File: config.mk
export PLATFORM = sky130hd
export DESIGN_NAME = ocp_pair
export DESIGN_NICKNAME = d
export VERILOG_FILES = /design/src/rtl/ocp_pkg.sv /design/src/rtl/ocp_count_watch.sv /design/src/rtl/ocp_channel.sv /design/src/rtl/ocp_regif.sv /design/src/rtl/ocp_pair.sv
export SDC_FILE = /design/constraint.sdc
export NUM_CORES = 1
export LEC_CHECK = 0
export CORE_ASPECT_RATIO = 1.4
export CORE_MARGIN = 10
export CORE_UTILIZATION = 65
export CTS_CLUSTER_SIZE = 14
export DETAILED_ROUTE_END_ITERATION = 6
export DONT_BUFFER_PORTS = 1
export PLACE_DENSITY = 0.8
export REMOVE_ABC_BUFFERS = 1
export SLEW_MARGIN = 5
export SYNTH_ARGS = -nofsm -noshare
export SYNTH_HDL_FRONTEND = slang
export SYNTH_SLANG_ARGS = --single-unit
export TNS_END_PERCENT = 30
File: constraint.sdc
create_clock -name clk -period 4.2 [get_ports clk]
set_clock_uncertainty 0.05 [all_clocks]
set_input_delay 0.63 -clock clk [delete_from_list [all_inputs] [get_ports clk]]
set_output_delay 0.63 -clock clk [all_outputs]
set_load 0.02 [all_outputs]
File: src/rtl/ocp_pkg.sv
package ocp_pkg;

  // Fields of the shared control word; each field is NCH bits wide.
  typedef enum int {
    FLD_RUN  = 0,
    FLD_BDIS = 1,
    FLD_IEN  = 2,
    FLD_FLAG = 3,
    FLD_LVL  = 4
  } ocp_fld_e;

  localparam int OCP_NFLD      = 5;
  localparam int OCP_ADDR_CTL  = 0;
  localparam int OCP_ADDR_MODE = 1;
  localparam int OCP_ADDR_CMP0 = 2;

  // Bit position of one channel's bit inside the control word.
  function automatic int fld_pos(ocp_fld_e f, int ch, int nch);
    return nch * int'(f) + ch;
  endfunction

  // Next output level: forced to the level bit when stopped, inverted on a hit.
  function automatic logic wave_next(logic run, logic lvl, logic hit, logic cur);
    return run ? (cur ^ hit) : lvl;
  endfunction

  // Next event flag: a written 0 clears, a written 1 keeps, a hit always sets.
  function automatic logic flag_next(logic cur, logic we, logic wbit, logic hit);
    return (we ? (cur & wbit) : cur) | hit;
  endfunction

  // A compare hit needs a fresh count value equal to the active compare value.
  function automatic logic hit_test(logic run, logic mode, logic fresh, logic eq);
    return run & ~mode & fresh & eq;
  endfunction

endpackage

File: src/rtl/ocp_count_watch.sv
module ocp_count_watch #(
  parameter int CW = 16
) (
  input  logic          clk,
  input  logic          rst_n,
  input  logic [CW-1:0] count_i,
  output logic          fresh_o,
  output logic          zero_o
);

  logic [CW-1:0] prev_q;
  logic          seen_q;

  always_ff @(posedge clk or negedge rst_n) begin
    if (!rst_n) begin
      prev_q <= '0;
      seen_q <= 1'b0;
    end else begin
      prev_q <= count_i;
      seen_q <= 1'b1;
    end
  end

  // First cycle after reset, or a count differing from last cycle's.
  assign fresh_o = !seen_q || (count_i != prev_q);
  assign zero_o  = fresh_o && (count_i == '0);

endmodule

File: src/rtl/ocp_channel.sv
module ocp_channel
  import ocp_pkg::*;
#(
  parameter int CW = 16
) (
  input  logic          clk,
  input  logic          rst_n,
  input  logic [CW-1:0] count_i,
  input  logic          fresh_i,
  input  logic          zero_i,
  input  logic          ctl_we,
  input  logic          w_run,
  input  logic          w_bdis,
  input  logic          w_ien,
  input  logic          w_flag,
  input  logic          w_lvl,
  input  logic          mode_we,
  input  logic          w_mode,
  input  logic          cmp_we,
  input  logic [CW-1:0] cmp_d,
  output logic          run_o,
  output logic          bdis_o,
  output logic          ien_o,
  output logic          flag_o,
  output logic          lvl_o,
  output logic          mode_o,
  output logic [CW-1:0] active_o,
  output logic          wave_o,
  output logic          irq_o,
  output logic          match_o
);

  logic          run_q, bdis_q, ien_q, flag_q, lvl_q, mode_q, wave_q, pend_q;
  logic [CW-1:0] active_q, shadow_q;
  logic          xfer;

  assign match_o = hit_test(run_q, mode_q, fresh_i, count_i == active_q);
  assign xfer    = zero_i && pend_q;

  // Control bits
  always_ff @(posedge clk or negedge rst_n) begin
    if (!rst_n) begin
      run_q  <= 1'b0;
      bdis_q <= 1'b0;
      ien_q  <= 1'b0;
      lvl_q  <= 1'b0;
    end else if (ctl_we) begin
      run_q  <= w_run;
      bdis_q <= w_bdis;
      ien_q  <= w_ien;
      lvl_q  <= w_lvl;
    end
  end

  always_ff @(posedge clk or negedge rst_n) begin
    if (!rst_n)       mode_q <= 1'b0;
    else if (mode_we) mode_q <= w_mode;
  end

  // Event flag and output level
  always_ff @(posedge clk or negedge rst_n) begin
    if (!rst_n) begin
      flag_q <= 1'b0;
      wave_q <= 1'b0;
    end else begin
      flag_q <= flag_next(flag_q, ctl_we, w_flag, match_o);
      wave_q <= wave_next(run_q, lvl_q, match_o, wave_q);
    end
  end

  // Compare value with shadow register; transfer on a fresh zero count
  always_ff @(posedge clk or negedge rst_n) begin
    if (!rst_n) begin
      active_q <= '0;
      shadow_q <= '0;
      pend_q   <= 1'b0;
    end else if (cmp_we && bdis_q) begin
      active_q <= cmp_d;
      shadow_q <= cmp_d;
      pend_q   <= 1'b0;
    end else if (cmp_we) begin
      shadow_q <= cmp_d;
      pend_q   <= 1'b1;
      if (xfer) active_q <= shadow_q;
    end else if (xfer) begin
      active_q <= shadow_q;
      pend_q   <= 1'b0;
    end
  end

  assign run_o    = run_q;
  assign bdis_o   = bdis_q;
  assign ien_o    = ien_q;
  assign flag_o   = flag_q;
  assign lvl_o    = lvl_q;
  assign mode_o   = mode_q;
  assign active_o = active_q;
  assign wave_o   = wave_q;
  assign irq_o    = flag_q && ien_q;

endmodule

File: src/rtl/ocp_regif.sv
module ocp_regif
  import ocp_pkg::*;
#(
  parameter int CW  = 16,
  parameter int NCH = 2,
  parameter int AW  = 2
) (
  input  logic              wr_en,
  input  logic [AW-1:0]     addr,
  input  logic [CW-1:0]     wdata,
  input  logic [NCH-1:0]    run_i,
  input  logic [NCH-1:0]    bdis_i,
  input  logic [NCH-1:0]    ien_i,
  input  logic [NCH-1:0]    flag_i,
  input  logic [NCH-1:0]    lvl_i,
  input  logic [NCH-1:0]    mode_i,
  input  logic [NCH*CW-1:0] active_i,
  output logic              ctl_we_o,
  output logic              mode_we_o,
  output logic [NCH-1:0]    cmp_we_o,
  output logic [NCH-1:0]    w_run_o,
  output logic [NCH-1:0]    w_bdis_o,
  output logic [NCH-1:0]    w_ien_o,
  output logic [NCH-1:0]    w_flag_o,
  output logic [NCH-1:0]    w_lvl_o,
  output logic [NCH-1:0]    w_mode_o,
  output logic [CW-1:0]     rdata_o
);

  assign ctl_we_o  = wr_en && (addr == AW'(OCP_ADDR_CTL));
  assign mode_we_o = wr_en && (addr == AW'(OCP_ADDR_MODE));

  for (genvar ch = 0; ch < NCH; ch++) begin : g_dec
    localparam int P_RUN  = fld_pos(FLD_RUN,  ch, NCH);
    localparam int P_BDIS = fld_pos(FLD_BDIS, ch, NCH);
    localparam int P_IEN  = fld_pos(FLD_IEN,  ch, NCH);
    localparam int P_FLAG = fld_pos(FLD_FLAG, ch, NCH);
    localparam int P_LVL  = fld_pos(FLD_LVL,  ch, NCH);
    assign w_run_o[ch]  = wdata[P_RUN];
    assign w_bdis_o[ch] = wdata[P_BDIS];
    assign w_ien_o[ch]  = wdata[P_IEN];
    assign w_flag_o[ch] = wdata[P_FLAG];
    assign w_lvl_o[ch]  = wdata[P_LVL];
    assign w_mode_o[ch] = wdata[ch];
    assign cmp_we_o[ch] = wr_en && (addr == AW'(OCP_ADDR_CMP0 + ch));
  end

  always_comb begin
    rdata_o = '0;
    if (addr == AW'(OCP_ADDR_CTL)) begin
      for (int c = 0; c < NCH; c++) begin
        rdata_o[fld_pos(FLD_RUN,  c, NCH)] = run_i[c];
        rdata_o[fld_pos(FLD_BDIS, c, NCH)] = bdis_i[c];
        rdata_o[fld_pos(FLD_IEN,  c, NCH)] = ien_i[c];
        rdata_o[fld_pos(FLD_FLAG, c, NCH)] = flag_i[c];
        rdata_o[fld_pos(FLD_LVL,  c, NCH)] = lvl_i[c];
      end
    end else if (addr == AW'(OCP_ADDR_MODE)) begin
      rdata_o[NCH-1:0] = mode_i;
    end else begin
      for (int c = 0; c < NCH; c++) begin
        if (addr == AW'(OCP_ADDR_CMP0 + c)) rdata_o = active_i[c*CW +: CW];
      end
    end
  end

endmodule

File: src/rtl/ocp_pair.sv
module ocp_pair
  import ocp_pkg::*;
#(
  parameter int CW  = 16,
  parameter int NCH = 2,
  localparam int AW = $clog2(NCH + OCP_ADDR_CMP0)
) (
  input  logic           clk,
  input  logic           rst_n,
  input  logic [CW-1:0]  count_i,
  input  logic           wr_en,
  input  logic [AW-1:0]  addr,
  input  logic [CW-1:0]  wdata,
  output logic [CW-1:0]  rdata,
  output logic [NCH-1:0] wave_o,
  output logic [NCH-1:0] irq_o
);

  // Named internal events, brought out for the checker.
  logic              fresh_w, zero_w;
  logic              ctl_we_w, mode_we_w;
  logic [NCH-1:0]    cmp_we_w, match_w;
  logic [NCH-1:0]    w_run, w_bdis, w_ien, w_flag, w_lvl, w_mode;
  logic [NCH-1:0]    run_w, bdis_w, ien_w, flag_w, lvl_w, mode_w;
  logic [NCH*CW-1:0] active_w;

  ocp_count_watch #(.CW(CW)) u_watch (
    .clk     (clk),
    .rst_n   (rst_n),
    .count_i (count_i),
    .fresh_o (fresh_w),
    .zero_o  (zero_w)
  );

  ocp_regif #(.CW(CW), .NCH(NCH), .AW(AW)) u_regif (
    .wr_en     (wr_en),
    .addr      (addr),
    .wdata     (wdata),
    .run_i     (run_w),
    .bdis_i    (bdis_w),
    .ien_i     (ien_w),
    .flag_i    (flag_w),
    .lvl_i     (lvl_w),
    .mode_i    (mode_w),
    .active_i  (active_w),
    .ctl_we_o  (ctl_we_w),
    .mode_we_o (mode_we_w),
    .cmp_we_o  (cmp_we_w),
    .w_run_o   (w_run),
    .w_bdis_o  (w_bdis),
    .w_ien_o   (w_ien),
    .w_flag_o  (w_flag),
    .w_lvl_o   (w_lvl),
    .w_mode_o  (w_mode),
    .rdata_o   (rdata)
  );

  for (genvar ch = 0; ch < NCH; ch++) begin : g_ch
    ocp_channel #(.CW(CW)) u_chan (
      .clk      (clk),
      .rst_n    (rst_n),
      .count_i  (count_i),
      .fresh_i  (fresh_w),
      .zero_i   (zero_w),
      .ctl_we   (ctl_we_w),
      .w_run    (w_run[ch]),
      .w_bdis   (w_bdis[ch]),
      .w_ien    (w_ien[ch]),
      .w_flag   (w_flag[ch]),
      .w_lvl    (w_lvl[ch]),
      .mode_we  (mode_we_w),
      .w_mode   (w_mode[ch]),
      .cmp_we   (cmp_we_w[ch]),
      .cmp_d    (wdata),
      .run_o    (run_w[ch]),
      .bdis_o   (bdis_w[ch]),
      .ien_o    (ien_w[ch]),
      .flag_o   (flag_w[ch]),
      .lvl_o    (lvl_w[ch]),
      .mode_o   (mode_w[ch]),
      .active_o (active_w[ch*CW +: CW]),
      .wave_o   (wave_o[ch]),
      .irq_o    (irq_o[ch]),
      .match_o  (match_w[ch])
    );
  end

endmodule

==> results of run 1 <==
-- area by class of cell --
class / count / share of cell area, %
Sequential cell: 97 / 49.3
Multi-Input combinational cell: 308 / 43.0
Clock inverter: 2 / 0.762
Inverter: 4 / 0.305
Timing Repair Buffer: 4 / 1.02
Clock buffer: 13 / 3.23
Tap cell: 95 / 2.41
-- report_power, final --
part           internal (µW)  total, µW  switching, µW
combinational            244        507            263
sequential              1130       1310            179
clock                    305        614            309
-- layout by cell type (no fill, tap or decap), types with 2 or more instances in the layout --
cell type,count
a211o_1,2
a211oi_1,2
a21oi_1,35
and2_1,3
buf_4,3
clkbuf_1,2
clkbuf_8,11
dfrtp_1,97
inv_1,3
mux2_2,26
mux2i_1,46
mux4_2,2
nand2_1,59
nand3_1,4
nand3b_1,2
nand4_1,3
nand4b_1,2
nor2_1,34
nor2b_1,6
nor3_1,2
nor4_1,11
o21a_1,2
o21ai_0,8
o22ai_1,2
or2_2,2
xnor2_1,16
xor2_1,34
-- critical path, delay by kind of cell (launching register included) --
kind,cells,cell delay [ns]
simple gates,2,0.48
flops,1,0.39
mux,1,0.28
compound gates,2,0.97
xor+xnor,1,0.16
-- per-layer routing --
| layer | vias up | wire length [µm] | track usage [%] |
|---|---|---|---|
| li1 | 1452 | - | - |
| met1 | 1577 | 4290 | 24.5 |
| met2 | 134 | 5600 | 35.0 |
| met3 | 24 | 1020 | 6.32 |
| met4 | 0 | 371 | 10.4 |
| met5 | - | 0 | 0 |
-- how the worst max path moves through the flow --
stage | start | to | slack (ns) | cells past startpoint
final | u_watch.prev_q[8] | g_ch[0].u_chan.active_o[4] | 1.68 | 6
after global routing | u_watch.prev_q[1] | g_ch[0].u_chan.active_o[2] | 1.48 | 6
after CTS | u_watch.prev_q[8] | g_ch[0].u_chan.active_o[8] | 1.67 | 6
after detailed placement | count_i[8] | g_ch[0].u_chan.active_o[2] | 1.46 | 6
after global placement | count_i[8] | g_ch[0].u_chan.active_o[9] | 1.52 | 6
after floorplan | addr[0] | g_ch[0].u_chan.active_o[0] | 1.78 | 4
-- logic make-up (layout without fill, tap and decap cells) --
kind of cell,Yosys count,in the layout,share of synthesized area [%]
flops,97,97,51.5
other cells,1,1,0.0796
buf+inv,27,23,3.48
compound gates,51,51,5.84
simple gates,132,132,12.8
mux,74,74,16.9
xor+xnor,50,50,9.30
-- through the flow --
step / total power, µW / setup WS, ns / hold slack, ns / instances
2_1_floorplan: 1680 / 1.78 / 0.284 / 409
3_3_place_gp: 1790 / 1.52 / 0.288 / 507
4_1_cts: 2440 / 1.67 / 0.147 / 523
5_1_grt: 2570 / 1.48 / 0.139 / 523
3_5_place_dp: 1820 / 1.46 / 0.288 / 507
6_report: 2430 / 1.68 / 0.108 / 523
==> impl_metrics.tcl, run 1 <==
set metrics [dict create \
    wirelength_um 11300 \
    route.detailed.wl_per_inst_um 21.6 \
    grt_setup_unrepaired "false" \
    tritoncts "done" \
    worstPathMaxFanout 16 \
    synth_async_sr_flop_share_pct 100 \
    timing_max_transition_violations_final 0 \
    layout_worst_path_cycle_share_pct 60.0 \
    drt-vias-per-instance 6.09 \
    cts-resized-gates 0 \
    route.antenna.remaining_nets 0 \
    cts.reportedPaths.clkPinSlew_ns 0.09 \
    route.vias.total 3187 \
    final_area_um2 4930 \
    worstSkewPairLatency_ns 0.37 \
    total_leakage_power_uw 0.00234 \
    synth_top_cell_area_share_pct 51.5 \
    io_buffer_count 0 \
    r2r_setup_slack_ns 1.68 \
    critical_path.cell_chain "xnor2_1 -> nand4_1 -> nor3_2 -> a211o_1 -> mux2i_1 -> a21oi_1" \
    seq_area_um2 2430 \
    syn2layout_area_growth_pct 4.60 \
    layout.filler_cells 532 \
    netlist-cell-type-count 35 \
    ys_top_cells_by_count "dfrtp_1, nand2_1, mux2i_1" \
    grt_pass1_wl_um 18200 \
    status "completed" \
    synth.yosys.seq_area_share_pct 51.5 \
    multi_input_comb_area_um2 2120 \
    grt_pass1_vias 3307 \
    n_antenna_cell 0 \
    worstMarginPinSlew_ns 1.14 \
    post_synth_inst_count 432 \
    vdd_drop_max_uv 303 \
    hold_path.class "in2async" \
    dominantRegCellSynth "dfrtp_1" \
    library_cell_with_the_highest_instance_count_after_synthesis "dfrtp_1" \
    detail_route.first_pass.iterations 5 \
    number_of_cell_rows 36 \
    gr-total-overflow 0 \
    setup_viol 0 \
    tns_ns 0 \
    die_area_um2 11100 \
    finalWorstPathRequiredPeriod_ns 2.52 \
    detailed_placement_wirelength_estimate_um 7470 \
    worst-endpoint-arrival_ns 2.67 \
    critical-path-slowest-cell "a211o_1" \
    synth_seq_cells 97 \
    num-nets-final 461 \
    coreArea_um2 7030 \
    fp.dieW_um 91.9 \
    cts_buffers 9 \
    power.density_nw_per_um2 494 \
    crit_end_element "flip-flop" \
    num_io_pins 57 \
    r2r_cells 6 \
    synth_area_per_cell_um2 10.9 \
    buffers_inserted_during_post_cts_setup_optimization 0 \
    grt_util_all_layers_pct 21.2 \
    dr.first_iter.drc_count 215 \
    start_util_pct 67.0 \
    criticalPathCategory "reg2reg" \
    antenna_found_initial 0 \
    die_y_um 121 \
    ctsHtreeMaxLevel 3 \
    synth_largest_area_cell "dfrtp_1" \
    start_kind "flip-flop" \
    drcViolationCount 0 \
    ys.warnings.count 0 \
    timing.fmax_ghz 0.397 \
    tritoncts_num_sinks 97 \
    synth-edff-count 0 \
    netlist_area_um2 4710 \
    clockRootBuffer "clkbuf_8" \
    worst_path_largest_cell_delay_ns 0.88 \
    final_core_utilization_pct 70.1 \
    reg2reg_from "u_watch.prev_q[8]" \
    final_hold_viol_count 0 \
    worst-endpoint-required_ns 4.35 \
    placed_area_um2 4700 \
    hold_buffers 1 \
    ys_top_cells_by_area "dfrtp_1, mux2i_1, xor2_1" \
    final_layout_size_suffix_gt1_share_pct 11.7 \
    max_cap_viol_count 0 \
    routabilityCongestion 0.871 \
    normalized_max_slew_margin_pct 23.6 \
    r2r-end "g_ch[0].u_chan.active_o[4]" \
    cts_max_path_buffers 2 \
    grt_start_max_net_pins 98 \
]
Power figures use the tool's default switching activity.
==> inputs of run 2 (changes only) <==
--- a/config.mk
+++ b/config.mk
@@ -5,13 +5,14 @@
 export SDC_FILE = /design/constraint.sdc
 export NUM_CORES = 1
 export LEC_CHECK = 0
+export ABC_AREA = 1
 export CORE_ASPECT_RATIO = 1.4
 export CORE_MARGIN = 10
-export CORE_UTILIZATION = 65
+export CORE_UTILIZATION = 58
 export CTS_CLUSTER_SIZE = 14
 export DETAILED_ROUTE_END_ITERATION = 6
 export DONT_BUFFER_PORTS = 1
-export PLACE_DENSITY = 0.8
+export PLACE_DENSITY = 0.75
 export REMOVE_ABC_BUFFERS = 1
 export SLEW_MARGIN = 5
 export SYNTH_ARGS = -nofsm -noshare
==> constraint.sdc (replaced) <==
create_clock -name clk -period 2.1 [get_ports clk]
set_clock_uncertainty 0.05 [all_clocks]
set_input_delay 0.315 -clock clk [delete_from_list [all_inputs] [get_ports clk]]
set_output_delay 0.315 -clock clk [all_outputs]
set_load 0.02 [all_outputs]
==> run 2 against run 1 <==
  * The flow now finishes with violations (negative hold slack)
  * Worst setup slack got worse by 1.4 ns
  * Fmax rose by 41%
  * Worst hold slack got worse by 0.50 ns
  * Total power rose by 120%
  * Synthesized cell count rose by 52%
  * Utilization fell by 3.9 points
  * Die area rose by 18%
  * Global-route usage fell by 0.25 points
  * Sequential power rose by 96%
  * Wire length rose by 20%
  * Critical path depth rose by 2
  * Area after synthesis rose by 9.2%
  * Largest cell class unchanged
==> impl_metrics.tcl, run 2 <==
set metrics [dict create \
    drt-vias-per-instance 5.48 \
    synth.yosys.seq_area_share_pct 47.2 \
    synth-edff-count 0 \
    route.detailed.wl_per_inst_um 17.2 \
    die_y_um 131 \
    hold_ws_ns -0.388 \
    layoutNonFillerInstCount 785 \
    timing_max_transition_violations_final 0 \
    tns_ns 0 \
    synth_largest_area_cell "dfrtp_1" \
    detailed_placement_wirelength_estimate_um 9320 \
    ys_top_cells_by_count "nand2_1, dfrtp_1, o21ai_0" \
    final_layout_size_suffix_gt1_share_pct 14.1 \
    hold_path.class "in2async" \
    syn2layout_area_growth_pct 10.8 \
    r2r_setup_slack_ns 0.31 \
    mostFrequentLayoutCell "nand2_1" \
    worstMarginPinSlew_ns 0.577 \
    route.antenna.remaining_nets 0 \
    total_leakage_power_uw 0.00284 \
    layout.filler_cells 749 \
    cts.reportedPaths.clkPinSlew_ns 0.07 \
    detail_route.first_pass.iterations 5 \
    dr.first_iter.drc_count 306 \
    cts_buffers 9 \
    wirelength_um 13500 \
    library_cell_with_the_highest_instance_count_after_synthesis "nand2_1" \
    start_util_pct 59.8 \
    layout_worst_path_cycle_share_pct 85.0 \
    io_buffer_count 0 \
    normalized_max_slew_margin_pct 61.5 \
    global_route.usage.met2_pct 32.1 \
    cts_max_path_buffers 2 \
    ys_top_cells_by_area "dfrtp_1, nand2_1, o21ai_0" \
    num_io_pins 57 \
    status "finished with violations" \
    num-nets-final 711 \
    gr-total-overflow 0 \
    grt_setup_unrepaired "false" \
    top_library_cells_by_usage_in_the_layout_fill_and_taps_aside "nand2_1, dfrtp_1, o21ai_0, inv_1, nand3_1" \
    routabilityCongestion 0.922 \
    clockRootBuffer "clkbuf_16" \
    criticalPathCategory "reg2reg" \
    fp.dieW_um 99.6 \
    failed_checks "negative hold slack" \
    synth_seq_cells 97 \
    die_area_um2 13100 \
    tritoncts_num_sinks 97 \
    route.vias.total 4302 \
    grt_pass1_wl_um 22000 \
    buffers_inserted_during_post_cts_setup_optimization 0 \
    ys.warnings.count 0 \
    antenna_found_initial 1 \
    worst-endpoint-required_ns 2.28 \
    gr-usage-met3_pct 6.19 \
    tritoncts "done" \
    grt.busiest_layer "met2" \
    worstSkewPairLatency_ns 0.34 \
    timing.fmax_ghz 0.560 \
    power.density_nw_per_um2 951 \
    grt_start_max_net_pins 98 \
    vdd_drop_max_uv 603 \
    cts-resized-gates 0 \
    final_hold_viol_count 97 \
    grt_util_all_layers_pct 20.9 \
    setup_viol 0 \
    placed_cells 752 \
    grt_util_met1_pct 26.6 \
    dominantRegCellSynth "dfrtp_1" \
    synth_top_cell_area_share_pct 47.2 \
    worst-endpoint-arrival_ns 1.97 \
    coreArea_um2 8610 \
    hold_buffers 16 \
    total_power_uw 5420 \
    synth_async_sr_flop_share_pct 100 \
    synth_area_per_cell_um2 7.82 \
    start_kind "flip-flop" \
    drcViolationCount 0 \
    netlist-cell-type-count 31 \
    post_synth_inst_count 658 \
    number_of_cell_rows 40 \
    max_cap_viol_count 0 \
    finalWorstPathRequiredPeriod_ns 1.79 \
    ctsHtreeMaxLevel 3 \
    grt_pass1_vias 4289 \
    crit_end_element "flip-flop" \
    worstPathMaxFanout 17 \
    netlist_area_um2 5140 \
]
run 2: cell count changes in the layout (fill, tap and decap cells not counted), moves of 41 or more:
| cell | change |
|---|---|
| inv_1 | +54 |
| nand2_1 | +158 |
| nand3_1 | +43 |
| nand2_2 | +41 |
| mux2i_1 | -46 |
| o21ai_0 | +59 |
run 2: metal layers:
| metal | part of all wire (%) | up-vias |
|---|---|---|
| met5 | 0 | - |
| met4 | 3.3 | 0 |
| met3 | 7.5 | 36 |
| met2 | 47 | 152 |
| met1 | 42 | 1998 |
| li1 | - | 2116 |
run 2: final timing paths:
kind	from	to	cells past startpoint
min in group clk	wdata[6]	g_ch[0].u_chan.flag_o	2
max in group asynchronous	rst_n	g_ch[1].u_chan.active_o[11]	0
worst max register to register	u_watch.prev_q[10]	g_ch[1].u_chan.active_o[2]	8
worst min register to register	g_ch[0].u_chan.shadow_q[0]	g_ch[0].u_chan.shadow_q[0]	2
worst max-delay path	u_watch.prev_q[10]	g_ch[1].u_chan.active_o[2]	8
worst min-delay path	rst_n	u_watch.prev_q[0]	0
run 2: critical path, stage by stage, from the launching register on:
cell	delay, ns
dfrtp_1	0.39
xnor2_1	0.18
nand2_1	0.11
nor2_2	0.19
nand3_4	0.15
nand3_4	0.21
nand2_4	0.21
nand2_1	0.12
nand2_1	0.05
run 2: layout make-up:
class                      count  area, µm²  share of cell area, %
antenna                        1       2.50                 0.0439
clock buffer                  13        250                   4.39
clock inverter                 3       40.0                  0.702
inverter                      67        254                   4.46
multi-input combinational    467       2300                   40.4
sequential                    97       2430                   42.6
tap                          105        131                   2.30
timing repair buffer          32        293                   5.14
run 2: metrics by stage:
step | hold slack (ns) | instance area [µm²] | setup WS [ns] | util (%)
2_1_floorplan | -0.0306 | 4980 | 0.608 | -
3_5_place_dp | -0.0268 | 5250 | 0.343 | 61.0
6_report | -0.388 | 5700 | 0.315 | 66.2
5_1_grt | -0.393 | 5700 | 0.170 | 66.2
4_1_cts | -0.390 | 5700 | 0.344 | 66.2
3_3_place_gp | -0.0263 | 5250 | 0.382 | 61.0
run 2: logic make-up after synthesis:
family | Yosys count | synth area share (%)
flip-flops | 97 | 47.2
other | 1 | 0.0729
AND/OR/NAND/NOR | 354 | 31.8
XOR/XNOR | 17 | 2.89
AO/OA/AOI/OAI | 95 | 10.0
buffers and inverters | 94 | 8.07
run 2: report_power, final:
part	leakage (µW)	total (µW)	internal, µW	switching, µW
Clock	0.000144	1620	953	670
Sequential	0.00121	2570	2230	340
Combinational	0.00149	1220	506	715
Total	0.00284	5420	3690	1730
